## config.mk

```make
export PLATFORM = sky130hd
export DESIGN_NAME = cp_sysctl
export DESIGN_NICKNAME = d
export VERILOG_FILES = /design/src/rtl/cpctl_pkg.sv /design/src/rtl/cpctl_wr_decode.sv /design/src/rtl/cpctl_reg.sv /design/src/rtl/cpctl_rd_mux.sv /design/src/rtl/cp_sysctl.sv
export SDC_FILE = /design/constraint.sdc
export NUM_CORES = 1
export LEC_CHECK = 0
export BUFFER_PORTS_ARGS = -buffer_cell sky130_fd_sc_hd__buf_2
export CAP_MARGIN = 20
export CORE_MARGIN = 2
export CORE_UTILIZATION = 40
export CTS_BUF_LIST = sky130_fd_sc_hd__clkbuf_8
export CTS_CLUSTER_DIAMETER = 120
export DETAILED_ROUTE_END_ITERATION = 6
export SKIP_LAST_GASP = 1
export SLEW_MARGIN = 20
export SYNTH_ARGS = -nofsm -noshare
export SYNTH_HDL_FRONTEND = slang
export SYNTH_SLANG_ARGS = --single-unit
```

## constraint.sdc

```tcl
create_clock -name clk -period 1.95 [get_ports clk]
set_input_delay 0.0975 -clock clk [delete_from_list [all_inputs] [get_ports clk]]
set_output_delay 0.0975 -clock clk [all_outputs]
set_load 0.05 [all_outputs]
```

## src/rtl/cpctl_pkg.sv

```systemverilog
package cpctl_pkg;
  localparam int DW      = 32;
  localparam int BASE_LO = 12;
  localparam int SZ_LO   = 1;
  localparam int SZ_HI   = 5;
  localparam int RSIZE_W = DW + 1;
  localparam int TSIZE_W = DW + 9;

  typedef enum logic [3:0] {
    PRI_IDENT  = 4'd0,
    PRI_CACHE  = 4'd2,
    PRI_WBUF   = 4'd3,
    PRI_REGION = 4'd6,
    PRI_CACHOP = 4'd7,
    PRI_TCM    = 4'd9
  } pri_e;

  localparam logic [3:0] HALT_CRM = 4'd0;
  localparam logic [2:0] HALT_OP2 = 3'd4;

  typedef struct packed {
    logic dcache;
    logic icache;
    logic wbuf;
    logic dtcm;
    logic itcm;
    logic undef;
    logic halt;
  } wr_ev_t;

  function automatic logic [DW-1:0] field_base(input logic [DW-1:0] v);
    return {v[DW-1:BASE_LO], {BASE_LO{1'b0}}};
  endfunction

  function automatic logic [RSIZE_W-1:0] region_size(input logic [DW-1:0] v);
    return RSIZE_W'(2) << v[SZ_HI:SZ_LO];
  endfunction

  function automatic logic [TSIZE_W-1:0] tcm_size(input logic [DW-1:0] v);
    return TSIZE_W'(512) << v[SZ_HI:SZ_LO];
  endfunction
endpackage

```

## src/rtl/cpctl_wr_decode.sv

```systemverilog
module cpctl_wr_decode
  import cpctl_pkg::*;
#(
  parameter int NREG = 8
) (
  input  logic            wr_en,
  input  logic [3:0]      crn,
  input  logic [3:0]      crm,
  input  logic [2:0]      op2,
  output wr_ev_t          ev,
  output logic [NREG-1:0] rgn_we
);
  always_comb begin
    ev        = '0;
    ev.dcache = wr_en && (crn == PRI_CACHE) && (op2 == 3'd0);
    ev.icache = wr_en && (crn == PRI_CACHE) && (op2 == 3'd1);
    ev.wbuf   = wr_en && (crn == PRI_WBUF)  && (op2 == 3'd0);
    ev.dtcm   = wr_en && (crn == PRI_TCM)   && (op2 == 3'd0);
    ev.itcm   = wr_en && (crn == PRI_TCM)   && (op2 == 3'd1);
    ev.undef  = wr_en && (crn == PRI_IDENT);
    ev.halt   = wr_en && (crn == PRI_CACHOP) && (crm == HALT_CRM) && (op2 == HALT_OP2);
  end

  for (genvar g = 0; g < NREG; g++) begin : g_rwe
    assign rgn_we[g] = wr_en && (crn == PRI_REGION) && (32'(crm) == g);
  end
endmodule

```

## src/rtl/cpctl_reg.sv

```systemverilog
module cpctl_reg #(
  parameter int W = 32
) (
  input  logic         clk,
  input  logic         rst_n,
  input  logic         we,
  input  logic [W-1:0] d,
  output logic [W-1:0] q
);
  always_ff @(posedge clk or negedge rst_n) begin
    if (!rst_n)  q <= '0;
    else if (we) q <= d;
  end
endmodule

```

## src/rtl/cpctl_rd_mux.sv

```systemverilog
module cpctl_rd_mux
  import cpctl_pkg::*;
(
  input  logic          rd_en,
  input  logic [3:0]    crn,
  input  logic [2:0]    op2,
  input  logic [DW-1:0] dtcm_q,
  input  logic [DW-1:0] itcm_q,
  output logic [DW-1:0] rdata
);
  always_comb begin
    rdata = '0;
    if (rd_en && crn == PRI_TCM) begin
      unique case (op2)
        3'd0:    rdata = dtcm_q;
        3'd1:    rdata = itcm_q;
        default: rdata = '0;
      endcase
    end
  end
endmodule

```

## src/rtl/cp_sysctl.sv

```systemverilog
module cp_sysctl
  import cpctl_pkg::*;
#(
  parameter int NREG = 8
) (
  input  logic                    clk,
  input  logic                    rst_n,
  input  logic                    wr_en,
  input  logic                    rd_en,
  input  logic [3:0]              crn,
  input  logic [3:0]              crm,
  input  logic [2:0]              op2,
  input  logic [31:0]             wdata,
  input  logic [$clog2(NREG)-1:0] obs_sel,
  output logic [31:0]             rdata,
  output logic                    undef_req,
  output logic                    halt_req,
  output logic [31:0]             dcache_ctl,
  output logic [31:0]             icache_ctl,
  output logic [31:0]             wbuf_ctl,
  output logic [31:0]             dtcm_ctl,
  output logic [31:0]             itcm_ctl,
  output logic [31:0]             rgn_base,
  output logic [32:0]             rgn_size,
  output logic [31:0]             dtcm_base,
  output logic [40:0]             dtcm_size,
  output logic [31:0]             itcm_base,
  output logic [40:0]             itcm_size
);
  localparam int NSCAL = 5;

  wr_ev_t          ev;
  logic [NREG-1:0] rgn_we;
  logic [DW-1:0]   rgn_q [NREG];
  logic [NSCAL-1:0] scal_we;
  logic [DW-1:0]   scal_q [NSCAL];

  // named decode events, visible to the bound checker
  logic ev_undef, ev_halt;
  assign ev_undef = ev.undef;
  assign ev_halt  = ev.halt;

  cpctl_wr_decode #(.NREG(NREG)) u_dec (
    .wr_en (wr_en),
    .crn   (crn),
    .crm   (crm),
    .op2   (op2),
    .ev    (ev),
    .rgn_we(rgn_we)
  );

  assign scal_we = {ev.itcm, ev.dtcm, ev.wbuf, ev.icache, ev.dcache};

  for (genvar s = 0; s < NSCAL; s++) begin : g_scal
    cpctl_reg #(.W(DW)) u_r (
      .clk(clk), .rst_n(rst_n), .we(scal_we[s]), .d(wdata), .q(scal_q[s])
    );
  end

  for (genvar r = 0; r < NREG; r++) begin : g_rgn
    cpctl_reg #(.W(DW)) u_r (
      .clk(clk), .rst_n(rst_n), .we(rgn_we[r]), .d(wdata), .q(rgn_q[r])
    );
  end

  assign dcache_ctl = scal_q[0];
  assign icache_ctl = scal_q[1];
  assign wbuf_ctl   = scal_q[2];
  assign dtcm_ctl   = scal_q[3];
  assign itcm_ctl   = scal_q[4];

  // side-effect requests: one-cycle pulses after the write edge
  always_ff @(posedge clk or negedge rst_n) begin
    if (!rst_n) begin
      undef_req <= 1'b0;
      halt_req  <= 1'b0;
    end else begin
      undef_req <= ev_undef;
      halt_req  <= ev_halt;
    end
  end

  cpctl_rd_mux u_rd (
    .rd_en (rd_en),
    .crn   (crn),
    .op2   (op2),
    .dtcm_q(scal_q[3]),
    .itcm_q(scal_q[4]),
    .rdata (rdata)
  );

  assign rgn_base  = field_base(rgn_q[obs_sel]);
  assign rgn_size  = region_size(rgn_q[obs_sel]);
  assign dtcm_base = field_base(scal_q[3]);
  assign dtcm_size = tcm_size(scal_q[3]);
  assign itcm_base = field_base(scal_q[4]);
  assign itcm_size = tcm_size(scal_q[4]);
endmodule

```

== Word level (Yosys, flattened, before mapping) ==
Index checks and enable logic that the tools add are counted.
Cells by class
  reductions and logical operators: 25
  equality and inequality tests: 14
  bitwise logic cells: 1
  muxes and demuxes: 5
  shift-type cells: 3
  magnitude comparators: 1
Operators with widths (count)
  32-bit binary-select mux with 3-bit select: 1
  32-bit 2-to-1 mux: 3
  10-bit by 5-bit left shift with 41-bit output (first input constant): 2
  32-bit one-hot mux with 2 select lines: 1
  2-bit by 5-bit left shift with 33-bit output (first input constant): 1
  4-bit by 3-bit == test with 1-bit output (second input constant): 6
  1-bit logical AND: 22
  4-bit by 2-bit == test with 1-bit output (second input constant): 4
  4-bit logical NOT: 2
  4-bit by 1-bit == test with 1-bit output (second input constant): 1
  4-bit == test (second input constant): 1
  4-bit >= comparator (second input constant): 1
  3-bit inverter with 4-bit output: 1
  3-bit by 1-bit == test with 1-bit output (second input constant): 1
  3-bit == test (second input constant): 1
  3-bit logical NOT: 1
Storage, ports and cells
  logic and storage cells: 64
  output and inout port bits: 405
  input bits: 50
  bits in registers: 418

== Logic depth before layout (Yosys ltp) ==
  word-level depth: 5
  mapped depth: 6
  depth with buffers taken out: 3

== Modules after synthesis ==
Synthesis repeated with hierarchy kept, for this count alone.
Unflattened totals
  cell total of the unflattened synthesis: 1370
  area total of the unflattened synthesis: 21584.5 sq um
Modules (own cells, without submodules)
  cpctl_reg: times used 13, cells each 68, area each 1345.0 sq um, seq. area each 800.8 sq um
  cp_sysctl: times used 1, cells each 378, area each 3130.5 sq um, seq. area each 50.0 sq um
  cpctl_rd_mux: times used 1, cells each 77, area each 757.0 sq um, seq. area each 0.0 sq um
  cpctl_wr_decode: times used 1, cells each 31, area each 211.5 sq um, seq. area each 0.0 sq um

== Worst setup path before layout ==
No wires, ideal clock.
  path kind: register -> output
  start point: register g_rgn[7].u_r.q[5]
  end point: output rgn_size[15]
  buffers on the path: 1
  data required time: 1852 ps
  setup slack: -1930 ps
  stages on the path, launching flop included: 5
  data arrival time: 3783 ps
  cells stage by stage: dfrtp_1 > mux4_2 > mux2_2 > buf_2 > a2111oi_0
On the way
  cells in the longest elaborated chain, start to end: 4
Ends and longest elaborated chain
  start: declaration: RTL line cpctl_reg.sv:8  | output logic [W-1:0] q
  start signal: assignment: RTL line cpctl_reg.sv:11  | if (!rst_n) q <= '0;
  start signal: assignment: RTL line cpctl_reg.sv:12  | else if (we) q <= d;
  32-bit binary-select mux with 3-bit select: RTL line cp_sysctl.sv:93  | assign rgn_size = region_size(rgn_q[obs_sel]);
  32-bit 2-to-1 mux (implied by the code) (2 in a row): RTL line cp_sysctl.sv:93
  2-bit by 5-bit left shift with 33-bit output: RTL line cpctl_pkg.sv:36  | return RSIZE_W'(2) << v[SZ_HI:SZ_LO];
  end: declaration: RTL line cp_sysctl.sv:24  | output logic [32:0] rgn_size,
No other way between the ends. The select of a mux whose other input is x is not followed.

== Worst setup path in the final report ==
  start point: register g_rgn[3].u_r.q[3]
  end point: output rgn_size[26]
On the way
  cells in the longest elaborated chain, start to end: 4
Ends and longest elaborated chain (RTL line)
  start: declaration: cpctl_reg.sv:8
  start signal: assignment: cpctl_reg.sv:11
  start signal: assignment: cpctl_reg.sv:12
  32-bit binary-select mux with 3-bit select: cp_sysctl.sv:93
  32-bit 2-to-1 mux (implied by the code) (2 in a row): cp_sysctl.sv:93
  2-bit by 5-bit left shift with 33-bit output: cpctl_pkg.sv:36
No other way between the ends. The select of a mux whose other input is x is not followed.

==> out/qor.yml <==
logic_synthesis:
  synth_cells: 1268
  syn-cell-area_um2: 17200
  syn_area_per_cell_um2: 13.6
  synth-seq-area-share_pct: 52.7
  yosysWarnings: 0
  synth_seq_cells: 362
  synth_cell_type_count: 36
floorplan:
  die_w_um: 211
  rows: 75
  core_um2: 42200
  die_y_um: 211
  pin_count: 455
  dieArea_um2: 44600
  initial_core_util_pct: 40.7
placed_design:
  place_hpwl_um: 33100
  gp_congestion: 0.757
  port_buffers: 399
  placed_cell_area_um2: 20500
cts:
  cts_max_level: 2
  clk_latency_ps: 640
  cts_tree: "yes"
  root_buffer: "clkbuf_8"
  clockBufferDepth: 3
  cts-buffers-inserted: 61
  cts.sinks: 362
  path_clk_slew_ps: 60
power_and_ir_drop:
  powerDensity_nw_per_um2: 823
  power_uw: 19400
  switching_share_pct: 32.7
  ir_drop_mv: 0.579
  p_seq_share_pct: 42.8
  pwr-share-clk_pct: 35.5
  combPwrFrac_pct: 21.7
  power.leakage_uw: 0.0119
  power_switching_uw: 6320
  internal_power_uw: 13000
sta:
  worst_slack_ps: -846
  min_period_ps: 2800
  min_period_over_period_pct: 143
  hold_viol_final: 0
  skew_ps: 0
  rsz0062_at_grt: "yes"
  final-max-slew-violation-count: 0
  setup-violations-final: 59
  worstMarginPinSlew_ps: 549
  slew-limit-headroom_pct: 63.4
  fmax_ghz: 0.358
layout:
  synthToLayoutAreaGrowth_pct: 36.9
  drive_above_1_share_pct: 65.5
  final_core_util_pct: 55.7
  n_fill_cell: 3473
  final_cell_area_um2: 23500
  layout.nets: 1785
  antenna_cells: 0
run_status:
  outcome: "finished with violations"
  violations: "negative setup slack"
global_routing:
  grt-ovfl-total: 0
  grt_pass1_vias: 12300
  antenna_found_initial: 2
  grt_pass1_wl_um: 75000
  grt_use_total_pct: 22.2
  grt_max_degree: 62
worst_setup_path:
  worstPathArrival_ps: 2700
  start_kind: "flop"
  cp-end-kind: "output pin"
  required_ps: 1850
  cp_max_fo: 8
  critPathKind: "flop to output pin"
routing:
  num_vias: 12100
  wl_per_cell_um: 21.7
  dr.pass1.iters: 5
  drtAntennaViolNets: 0
  drtIter0Drc: 519
  route.detailed.drc: 0
  vias_per_cell: 5.19
  wl_um: 50500
worst_hold_path:
  min_path_type: "input port to flop"
flow_run:
  maxCapViolations: 0
## power groups by stage
stage	Clock, uW	Combinational [uW]	Sequential (uW)
4_1_cts	7130	4120	8290
6_report	6880	4200	8280
2_1_floorplan	0	2010	9300
3_3_place_gp	0	3780	8390
3_5_place_dp	0	3820	8420
5_1_grt	7450	4400	8340
## layer usage
metal | wire (um) | share of wire [%] | track usage (%) | vias up
met5 | 28 | 0.055 | 0 | -
met4 | 1120 | 2.2 | 7.14 | 4
met3 | 2490 | 4.9 | 3.98 | 77
met2 | 25900 | 51 | 38.6 | 345
met1 | 21000 | 42 | 28.2 | 6318
li1 | - | - | - | 5340
## through the flow
step	hold WS, ps	cells	TNS (ps)	setup WS, ps
floorplan	-198	1322	-11480	-488
global placement	92.7	2136	-8960	-295
detailed placement	96.0	2136	-8970	-306
CTS	3.89	2313	-27740	-886
global route	65.5	2327	-31260	-921
finish	54.2	2327	-25540	-846
## path summary, 6_finish.rpt
| kind | startpoint | endpoint | slack [ps] | depth (start not counted) |
|---|---|---|---|---|
| max | g_rgn[3].u_r.q[3] | rgn_size[26] | -850 | 4 |
| min | wr_en | g_scal[4].u_r.q[22] | 50 | 4 |
| max reg2reg | g_scal[3].u_r.q[3] | g_scal[3].u_r.q[3] | 890 | 3 |
| min reg2reg | g_scal[2].u_r.q[12] | g_scal[2].u_r.q[12] | 480 | 1 |
| max in group asynchronous | rst_n | g_rgn[7].u_r.q[14] | 610 | 4 |
| min in group asynchronous | rst_n | g_scal[1].u_r.q[19] | 530 | 3 |
## what timing repair did
action,in CTS,in global routing
endpoints found under the hold margin,724,0
setup endpoints to repair,116,112
gates resized for setup,262,102
gates cloned,3,0
pin swaps,55,28
hold buffers,41,0
setup buffers,21,15
## Yosys cell counts (all sizes together)
| master | number | area [um2] |
|---|---|---|
| mux2 | 363 | 4090 |
| dfrtp | 362 | 9060 |
| buf | 119 | 853 |
| nor2 | 100 | 375 |
| clkbuf | 86 | 327 |
| nand2 | 64 | 240 |
| mux4 | 50 | 1130 |
| a2111oi | 32 | 443 |
| a22oi | 32 | 240 |
| nand3 | 10 | 50.1 |
| nand3b | 8 | 63.8 |
| or3b | 6 | 52.6 |
| nand2b | 4 | 25.0 |
| nand4 | 4 | 25.0 |
| or3 | 4 | 25.0 |
| and4b | 3 | 30.0 |
| mux2i | 3 | 41.3 |
| nor3b | 3 | 22.5 |
| and3b | 2 | 17.5 |
| nor2b | 2 | 12.5 |
| nor3 | 2 | 10.0 |
| nor4bb | 2 | 20.0 |
| or2 | 2 | 12.5 |
| and3 | 1 | 6.26 |
| and4 | 1 | 8.76 |
| conb | 1 | 3.75 |
| inv | 1 | 3.75 |
| nand4b | 1 | 8.76 |
## cells by family after synthesis
family | Yosys count | synth area share (%)
mux | 416 | 30.6
other cells | 1 | 0.0218
flops | 362 | 52.7
compound gates | 64 | 3.97
buf+inv | 206 | 6.89
simple gates | 219 | 5.85
## area by class of cell
type | count | area (um2) | share of cell area [%]
clock inverters | 37 | 186 | 0.792
repair buffers | 553 | 4370 | 18.6
multi-input cells | 756 | 8140 | 34.6
flip-flops and latches | 362 | 9070 | 38.5
well taps | 539 | 674 | 2.87
inverters | 1 | 3.75 | 0.0160
clock buffers | 79 | 1090 | 4.62
## cells in the final DEF, fill, tap and decap left out, types with 9 or more instances in the layout
cell | netlist | final
buf_8 | 0 | 20
dfrtp_1 | 362 | 353
a2111oi_4 | 0 | 32
nand2_1 | 64 | 15
buf_12 | 0 | 24
conb_1 | 1 | 55
a22oi_1 | 32 | 32
clkbuf_8 | 0 | 79
buf_6 | 3 | 93
nor2_4 | 0 | 24
buf_4 | 97 | 90
dlygate4sd3_1 | 0 | 41
nand2_2 | 0 | 46
dfrtp_2 | 0 | 9
buf_2 | 16 | 283
mux4_2 | 50 | 50
mux2_2 | 360 | 357
nor2_2 | 0 | 18
inv_1 | 1 | 28
nor2_1 | 100 | 58
## sequential cells by signal (all words and copies together) (netlist names)
name,cells
undef_req,1
g_rgn.u_r.q,200
halt_req,1
g_scal.u_r.q,160
## critical path: stages (launching register included)
cell and delay, ps:
dfrtp_1 380, mux4_2 510, or3b_4 530, a2111oi_4 410
buf_6 210
Note: power is estimated with default switching activity, not from simulation.
